## src/rtl/xc_pkg.sv

```systemverilog
package xc_pkg;
  // Feedback taps of x^16 + x^14 + x^13 + x^11 + 1 on a left-shifting register
  localparam logic [15:0] XC_POLY16 = 16'hB400;

  // Second chain feeding phase-shifter output j
  function automatic int ps_tap_b(input int j, input int n);
    return (5 * j + 3) % n;
  endfunction
endpackage

```

## src/rtl/xc_phase_shift.sv

```systemverilog
module xc_phase_shift #(
  parameter int N_CHAINS = 8,
  parameter int SIG_W    = 16
) (
  input  logic [N_CHAINS-1:0] chains_i,
  output logic [SIG_W-1:0]    ps_o
);
  for (genvar j = 0; j < SIG_W; j++) begin : g_out
    localparam int TAP_A = j % N_CHAINS;
    localparam int TAP_B = xc_pkg::ps_tap_b(j, N_CHAINS);
    if (TAP_A == TAP_B) begin : g_single
      assign ps_o[j] = chains_i[TAP_A];
    end else begin : g_pair
      assign ps_o[j] = chains_i[TAP_A] ^ chains_i[TAP_B];
    end
  end
endmodule

```

## src/rtl/xc_misr.sv

```systemverilog
module xc_misr #(
  parameter int               SIG_W = 16,
  parameter logic [SIG_W-1:0] POLY  = 16'hB400
) (
  input  logic             clk,
  input  logic             rst_n,
  input  logic             restart_i,
  input  logic [SIG_W-1:0] ps_i,
  output logic [SIG_W-1:0] sig_o
);
  logic [SIG_W-1:0] sig_q, sig_d;

  always_comb begin
    if (restart_i) sig_d = ps_i;
    else           sig_d = {sig_q[SIG_W-2:0], ^(sig_q & POLY)} ^ ps_i;
  end

  always_ff @(posedge clk or negedge rst_n) begin
    if (!rst_n) sig_q <= '0;
    else        sig_q <= sig_d;
  end

  assign sig_o = sig_q;
endmodule

```

## src/rtl/xc_check_net.sv

```systemverilog
module xc_check_net #(
  parameter int SIG_W = 16
) (
  input  logic             clk,
  input  logic             rst_n,
  input  logic [SIG_W-1:0] mask_i,
  input  logic [SIG_W-1:0] shadow_i,
  output logic             bit_o
);
  logic bit_d, bit_q;

  always_comb bit_d = ^(mask_i & shadow_i);

  always_ff @(posedge clk or negedge rst_n) begin
    if (!rst_n) bit_q <= 1'b0;
    else        bit_q <= bit_d;
  end

  assign bit_o = bit_q;
endmodule

```

## src/rtl/xc_shadow_compactor.sv

```systemverilog
module xc_shadow_compactor #(
  parameter int               N_CHAINS = 8,
  parameter int               SIG_W    = 16,
  parameter int               N_CHK    = 2,
  parameter logic [SIG_W-1:0] POLY     = xc_pkg::XC_POLY16
) (
  input  logic                     clk,
  input  logic                     rst_n,
  input  logic [N_CHAINS-1:0]      scan_in,
  input  logic                     xfer,
  input  logic [N_CHK*SIG_W-1:0]   chk_mask,
  output logic [N_CHK-1:0]         chk_bits,
  output logic                     chk_valid
);
  localparam int MASK_W = N_CHK * SIG_W;

  logic [1:0]       rst_pipe_q;
  logic             rst_n_int;
  logic [SIG_W-1:0] ps_vec;
  logic [SIG_W-1:0] misr_sig;
  logic [SIG_W-1:0] shadow_q, shadow_d;
  logic             shadow_vld_q, shadow_vld_d;
  logic             chk_valid_q;

  // Reset: asserted asynchronously, released on a clock edge
  always_ff @(posedge clk or negedge rst_n) begin
    if (!rst_n) rst_pipe_q <= 2'b00;
    else        rst_pipe_q <= {rst_pipe_q[0], 1'b1};
  end
  assign rst_n_int = rst_pipe_q[1];

  xc_phase_shift #(.N_CHAINS(N_CHAINS), .SIG_W(SIG_W)) u_ps (
    .chains_i (scan_in),
    .ps_o     (ps_vec)
  );

  xc_misr #(.SIG_W(SIG_W), .POLY(POLY)) u_misr (
    .clk       (clk),
    .rst_n     (rst_n_int),
    .restart_i (xfer),
    .ps_i      (ps_vec),
    .sig_o     (misr_sig)
  );

  always_comb begin
    shadow_d     = xfer ? misr_sig : shadow_q;
    shadow_vld_d = shadow_vld_q | xfer;
  end

  always_ff @(posedge clk or negedge rst_n_int) begin
    if (!rst_n_int) begin
      shadow_q     <= '0;
      shadow_vld_q <= 1'b0;
      chk_valid_q  <= 1'b0;
    end else begin
      shadow_q     <= shadow_d;
      shadow_vld_q <= shadow_vld_d;
      chk_valid_q  <= shadow_vld_q;
    end
  end

  for (genvar i = 0; i < N_CHK; i++) begin : g_chk
    xc_check_net #(.SIG_W(SIG_W)) u_net (
      .clk      (clk),
      .rst_n    (rst_n_int),
      .mask_i   (chk_mask[i*SIG_W +: SIG_W]),
      .shadow_i (shadow_q),
      .bit_o    (chk_bits[i])
    );
  end

  assign chk_valid = chk_valid_q;

  if (MASK_W != N_CHK * SIG_W) begin : g_bad_cfg
    $error("mask width mismatch");
  end
endmodule

```

## config.mk

```make
export PLATFORM = sky130hd
export DESIGN_NAME = xc_shadow_compactor
export DESIGN_NICKNAME = d
export VERILOG_FILES = /design/src/rtl/xc_pkg.sv /design/src/rtl/xc_phase_shift.sv /design/src/rtl/xc_misr.sv /design/src/rtl/xc_check_net.sv /design/src/rtl/xc_shadow_compactor.sv
export SDC_FILE = /design/constraint.sdc
export NUM_CORES = 1
export LEC_CHECK = 0
export ABC_AREA = 1
export BUFFER_PORTS_ARGS = -buffer_cell sky130_fd_sc_hd__clkbuf_2
export CORE_MARGIN = 2
export CORE_UTILIZATION = 55
export CTS_CLUSTER_DIAMETER = 30
export DETAILED_ROUTE_END_ITERATION = 6
export GPL_TIMING_DRIVEN = 0
export PLACE_DENSITY = 0.76
export SLEW_MARGIN = 5
export SYNTH_ARGS = -nofsm -noshare
export SYNTH_HDL_FRONTEND = slang
export SYNTH_SLANG_ARGS = --single-unit
```

## constraint.sdc

```tcl
create_clock -name clk -period 3.6 [get_ports clk]
set_input_delay 0.18 -clock clk [delete_from_list [all_inputs] [get_ports clk]]
set_output_delay 0.18 -clock clk [all_outputs]
set_load 0.03 [all_outputs]
```

== Word-level counts from Yosys, hierarchy flattened ==
Index checks and enable logic that the tools add are counted.
Widths: inputs -> output; s select.
Storage, ports and cells
  register bits after elaboration: 38
  output and inout bits: 3
Cells by class
  muxes and demuxes: 1
  bitwise logic cells: 12
  reduce and logical (&&, ||, !) cells: 3
Operator list (count)
  $reduce_xor 16->1: 3
  $and 16x16->16: 2
  $mux 16: 1
  $xor 16x16->16: 1
  $xor 1x1->1: 8
  $or 1x1->1: 1

== Longest topological paths before layout ==
  depth after elaboration: 3
  depth in mapped cells: 11
  mapped depth without buffers: 11

== Hierarchy ==
A second synthesis with hierarchy kept.
Second synthesis, totals
  cells, all modules: 398
  area, all modules: 2528.7 um^2
By module, submodules not included
  xc_check_net: times used 2, cells each 100, area each 434.2 um^2, seq. area each 25.0 um^2
  xc_misr: times used 1, cells each 84, area each 753.2 um^2, seq. area each 400.4 um^2
  xc_shadow_compactor: times used 1, cells each 74, area each 726.9 um^2, seq. area each 500.5 um^2
  xc_phase_shift: times used 1, cells each 40, area each 180.2 um^2, seq. area each 0.0 um^2

== Worst setup path after synthesis ==
Ideal clock, no wire load.
  path kind: register to register
  start point: register shadow_q[0]
  end point: register g_chk[0].u_net.bit_q
  library setup time: 0.117 ns
  data arrival time: 0.968 ns
  required time: 3.483 ns
  path slack: 2.514 ns
  stages on the path, launching flop included: 11
  buffers on the path: 0
  cell sequence: dfrtp_1 -> nand2_1 -> clkinv_1 -> nand2_1 -> nand2_1 -> nand2_1 -> nand2_2 -> nor2_1 -> nor2_1 -> nand2_1 -> nand2_1
Between the ends
  cells in the longest elaborated chain, start to end: 2
RTL lines
  start, declared: RTL line xc_shadow_compactor.sv:21  | logic [SIG_W-1:0] shadow_q, shadow_d;
  start signal, assigned: RTL line xc_shadow_compactor.sv:56  | shadow_q <= shadow_d;
  $and 16x16->16: RTL line xc_check_net.sv:12  | always_comb bit_d = ^(mask_i & shadow_i);
  $reduce_xor 16->1: RTL line xc_check_net.sv:12
  named net g_chk[0].u_net.bit_d: RTL line xc_check_net.sv:10  | logic bit_d, bit_q;
  end signal, assigned: RTL line xc_check_net.sv:16  | else bit_q <= bit_d;
  end, declared: RTL line xc_check_net.sv:10
The timed path passes the listed nets, and every way through them passes these cells.
A chain may end at the register's enable or synchronous reset.

== Final worst setup path ==
  start point: register shadow_q[1]
  end point: register g_chk[1].u_net.bit_q
Between the ends
  cells in the longest elaborated chain, start to end: 2
RTL lines (RTL line)
  $and 16x16->16: xc_check_net.sv:12
  $reduce_xor 16->1: xc_check_net.sv:12
  named net g_chk[1].u_net.bit_d: xc_check_net.sv:10
  end signal, assigned: xc_check_net.sv:16
  end, declared: xc_check_net.sv:10
The timed path passes the listed nets, and every way through them passes these cells.

==> impl_metrics.py <==
metrics = {
    "global_route": {
        "grt_max_degree": 37,
        "grt_pass1_vias": 1741,
        "antenna_found_initial": 0,
        "grt.overflow.total": 0,
        "grt_pass1_wl_um": 7340,
        "grt_use_total": 0.217,
    },
    "synthesis": {
        "seq_area_frac_synth": 0.418,
        "synth_area_um2": 2280,
        "synth_seq_cells": 38,
        "syn_avg_cell_area_um2": 6.71,
        "synth_cells": 339,
        "synth_nets": 382,
        "yosysUniqueCellTypes": 18,
        "synth_warnings": 0,
    },
    "critical_path": {
        "crit_path_end_kind": "flop",
        "worstRegToRegCells": 11,
        "worstPathRequired_ps": 3790,
        "path_class": "flop to flop",
        "cp-endpoint": "g_chk[1].u_net.bit_o",
        "critical_path.max_fanout": 3,
        "cp.arrival_ps": 1420,
        "worstReg2RegStart": "shadow_q[1]",
        "r2r-end": "g_chk[1].u_net.bit_o",
        "r2r_slack_ps": 2370,
        "critPathLaunch": "shadow_q[1]",
        "start_kind": "flop",
    },
    "outcome": {
        "outcome": "completed",
    },
    "hold_path": {
        "hp-class": "input port to asynchronous set/reset pin",
    },
    "floorplanning": {
        "ios": 46,
        "core_area_um2": 4000,
        "start_util": 0.569,
        "die_h_um": 68.3,
        "die_area_um2": 4670,
        "fp.dieW_um": 68.3,
        "fp-row-count": 23,
    },
    "timing": {
        "fin_tns_setup_ps": 0,
        "fmax_ghz": 0.812,
        "finClkSkew_ps": 6.52,
        "setup_ws_ps": 2370,
        "worst_slew_margin_rel": 0.484,
        "final-setup-viol-count": 0,
        "hold_viol_final": 0,
        "layout_worst_path_cycle_share": 0.342,
        "maxSlewViolCount": 0,
        "fin_crit_ps": 1230,
        "worstMarginPinSlew_ps": 773,
        "rsz0062_at_grt": "false",
    },
    "drt": {
        "first_pass_iters": 4,
        "drcViolationCount": 0,
        "vias": 2053,
        "wl_per_cell_um": 10.3,
        "routed_wl_um": 4550,
        "drt_iter0_drc": 89,
        "ant_nets": 0,
        "vias_per_cell": 4.64,
    },
    "place": {
        "globalplace.congestion": 0.776,
        "pre_cts_slack_ps": 2370,
        "hpwl_um": 3640,
        "io_buffers": 44,
    },
    "pwr": {
        "p_leak_nw": 1.62,
        "peakVddDrop_mv": 0.359,
        "power.density_nw_per_um2": 542,
        "power_w": 0.00144,
    },
    "layout": {
        "drive_gt1_frac": 0.166,
        "fin_nets": 434,
        "n_antenna_cell": 0,
        "area_growth_pct": 16.9,
    },
    "clock_network": {
        "root_buffer": "clkbuf_8",
        "insertion_delay_ps": 290,
        "path_clk_slew_ps": 70,
        "clock_sinks": 38,
        "htreeDepth": 2,
        "cts_tree": "built",
        "post_cts_resized": 0,
        "cts_buffers": 5,
        "clockBufferDepth": 2,
    },
    "flow_run": {
        "drv_cap": 0,
    },
}
[registers in the layout, indices dropped and copies added, names as in the netlist]
signal,count
chk_valid,1
u_misr.sig_o,16
g_chk.u_net.bit_o,2
shadow_q,16
rst_pipe_q,2
shadow_vld_q,1
[how the worst min path moves through the flow]
stage,depth (start not counted),endpoint
after floorplan,0,rst_pipe_q[0]
after detailed placement,1,rst_pipe_q[0]
after global placement,1,rst_pipe_q[0]
after CTS,2,rst_pipe_q[1]
after global routing,3,shadow_q[15]
final,2,rst_pipe_q[0]
[synth_stat cells]
library cell    n  area share
buf_2           3      0.0066
buf_4           2      0.0066
clkbuf_1        2      0.0033
clkinv_1        1      0.0016
conb_1          1      0.0016
dfrtp_1        38        0.42
inv_1          37       0.061
inv_2           4      0.0066
nand2_1       194        0.32
nand2_2         2      0.0055
nand3_1        16       0.035
nand4_1         3      0.0082
nor2_1          6      0.0099
o21ai_0         1      0.0022
or2_2           1      0.0028
xnor2_1        24       0.092
xnor2_2         1      0.0071
xor2_1          3       0.012
[layer usage]
metal,share of wire,wire (um),track usage
met1,0.48,2170,0.271
met2,0.48,2170,0.369
met3,0.034,153,0.0493
met4,0.014,65,0.0750
met5,0,0,0
[kinds of logic after synthesis]
kind of cell,share of synthesized area
and+or+nand+nor,0.382
other,0.00165
DFF,0.418
buffers and inverters,0.0858
xor gates and xnor gates,0.111
AOI/OAI and AO/OA,0.00220
[cell type report]
type	count	area, um^2
tap	50	62.6
sequential	38	952
multi-input combinational	252	1130
inverter	42	158
clock inverter	1	5.00
buffer	7	37.5
clock buffer	7	86.3
fill	381	1340
timing repair buffer	45	230
[stage by stage]
stage | instance area, um^2 | cells | hold slack [ps] | util
floorplan | 2280 | 339 | -116 | -
global placement | 2560 | 433 | -33.2 | 0.640
detailed placement | 2560 | 433 | -33.2 | 0.640
CTS | 2660 | 442 | 185 | 0.665
global route | 2660 | 442 | 209 | 0.665
finish | 2660 | 442 | 196 | 0.665
[placed cells by master (no fill, tap or decap), drive strengths merged]
cell and n:
clkbuf 53, or2 1, nor2 6, dfrtp 38, dlygate4sd3 1, nand4 3, buf 5, conb 1
nand3 16, inv 41, nand2 196, clkinv 2, xor2 3, xnor2 25, o21ai 1
[critical path, stage by stage, from the launching register on]
cell     delay [ps]
dfrtp_1         380
nand2_1         100
inv_1            80
nand2_1          50
nand2_1          70
nand2_1          50
nand2_1         140
inv_2            50
nand2_1          60
nand2_1          50
nand2_1          60
nand2_1          50
[timing repair]
item / in CTS / in global routing
setup buffers: 0 / 0
hold endpoints to repair: 2 / 0
hold buffers: 1 / 0
[where the power goes]
part	switching (W)	internal (W)	leakage (nW)
logic	0.000302	0.000216	1.13
clock network	0.000146	0.000154	0.0482
registers	0.0000920	0.000534	0.446
total	0.000540	0.000904	1.62
Note: power is estimated with default switching activity, not from simulation.
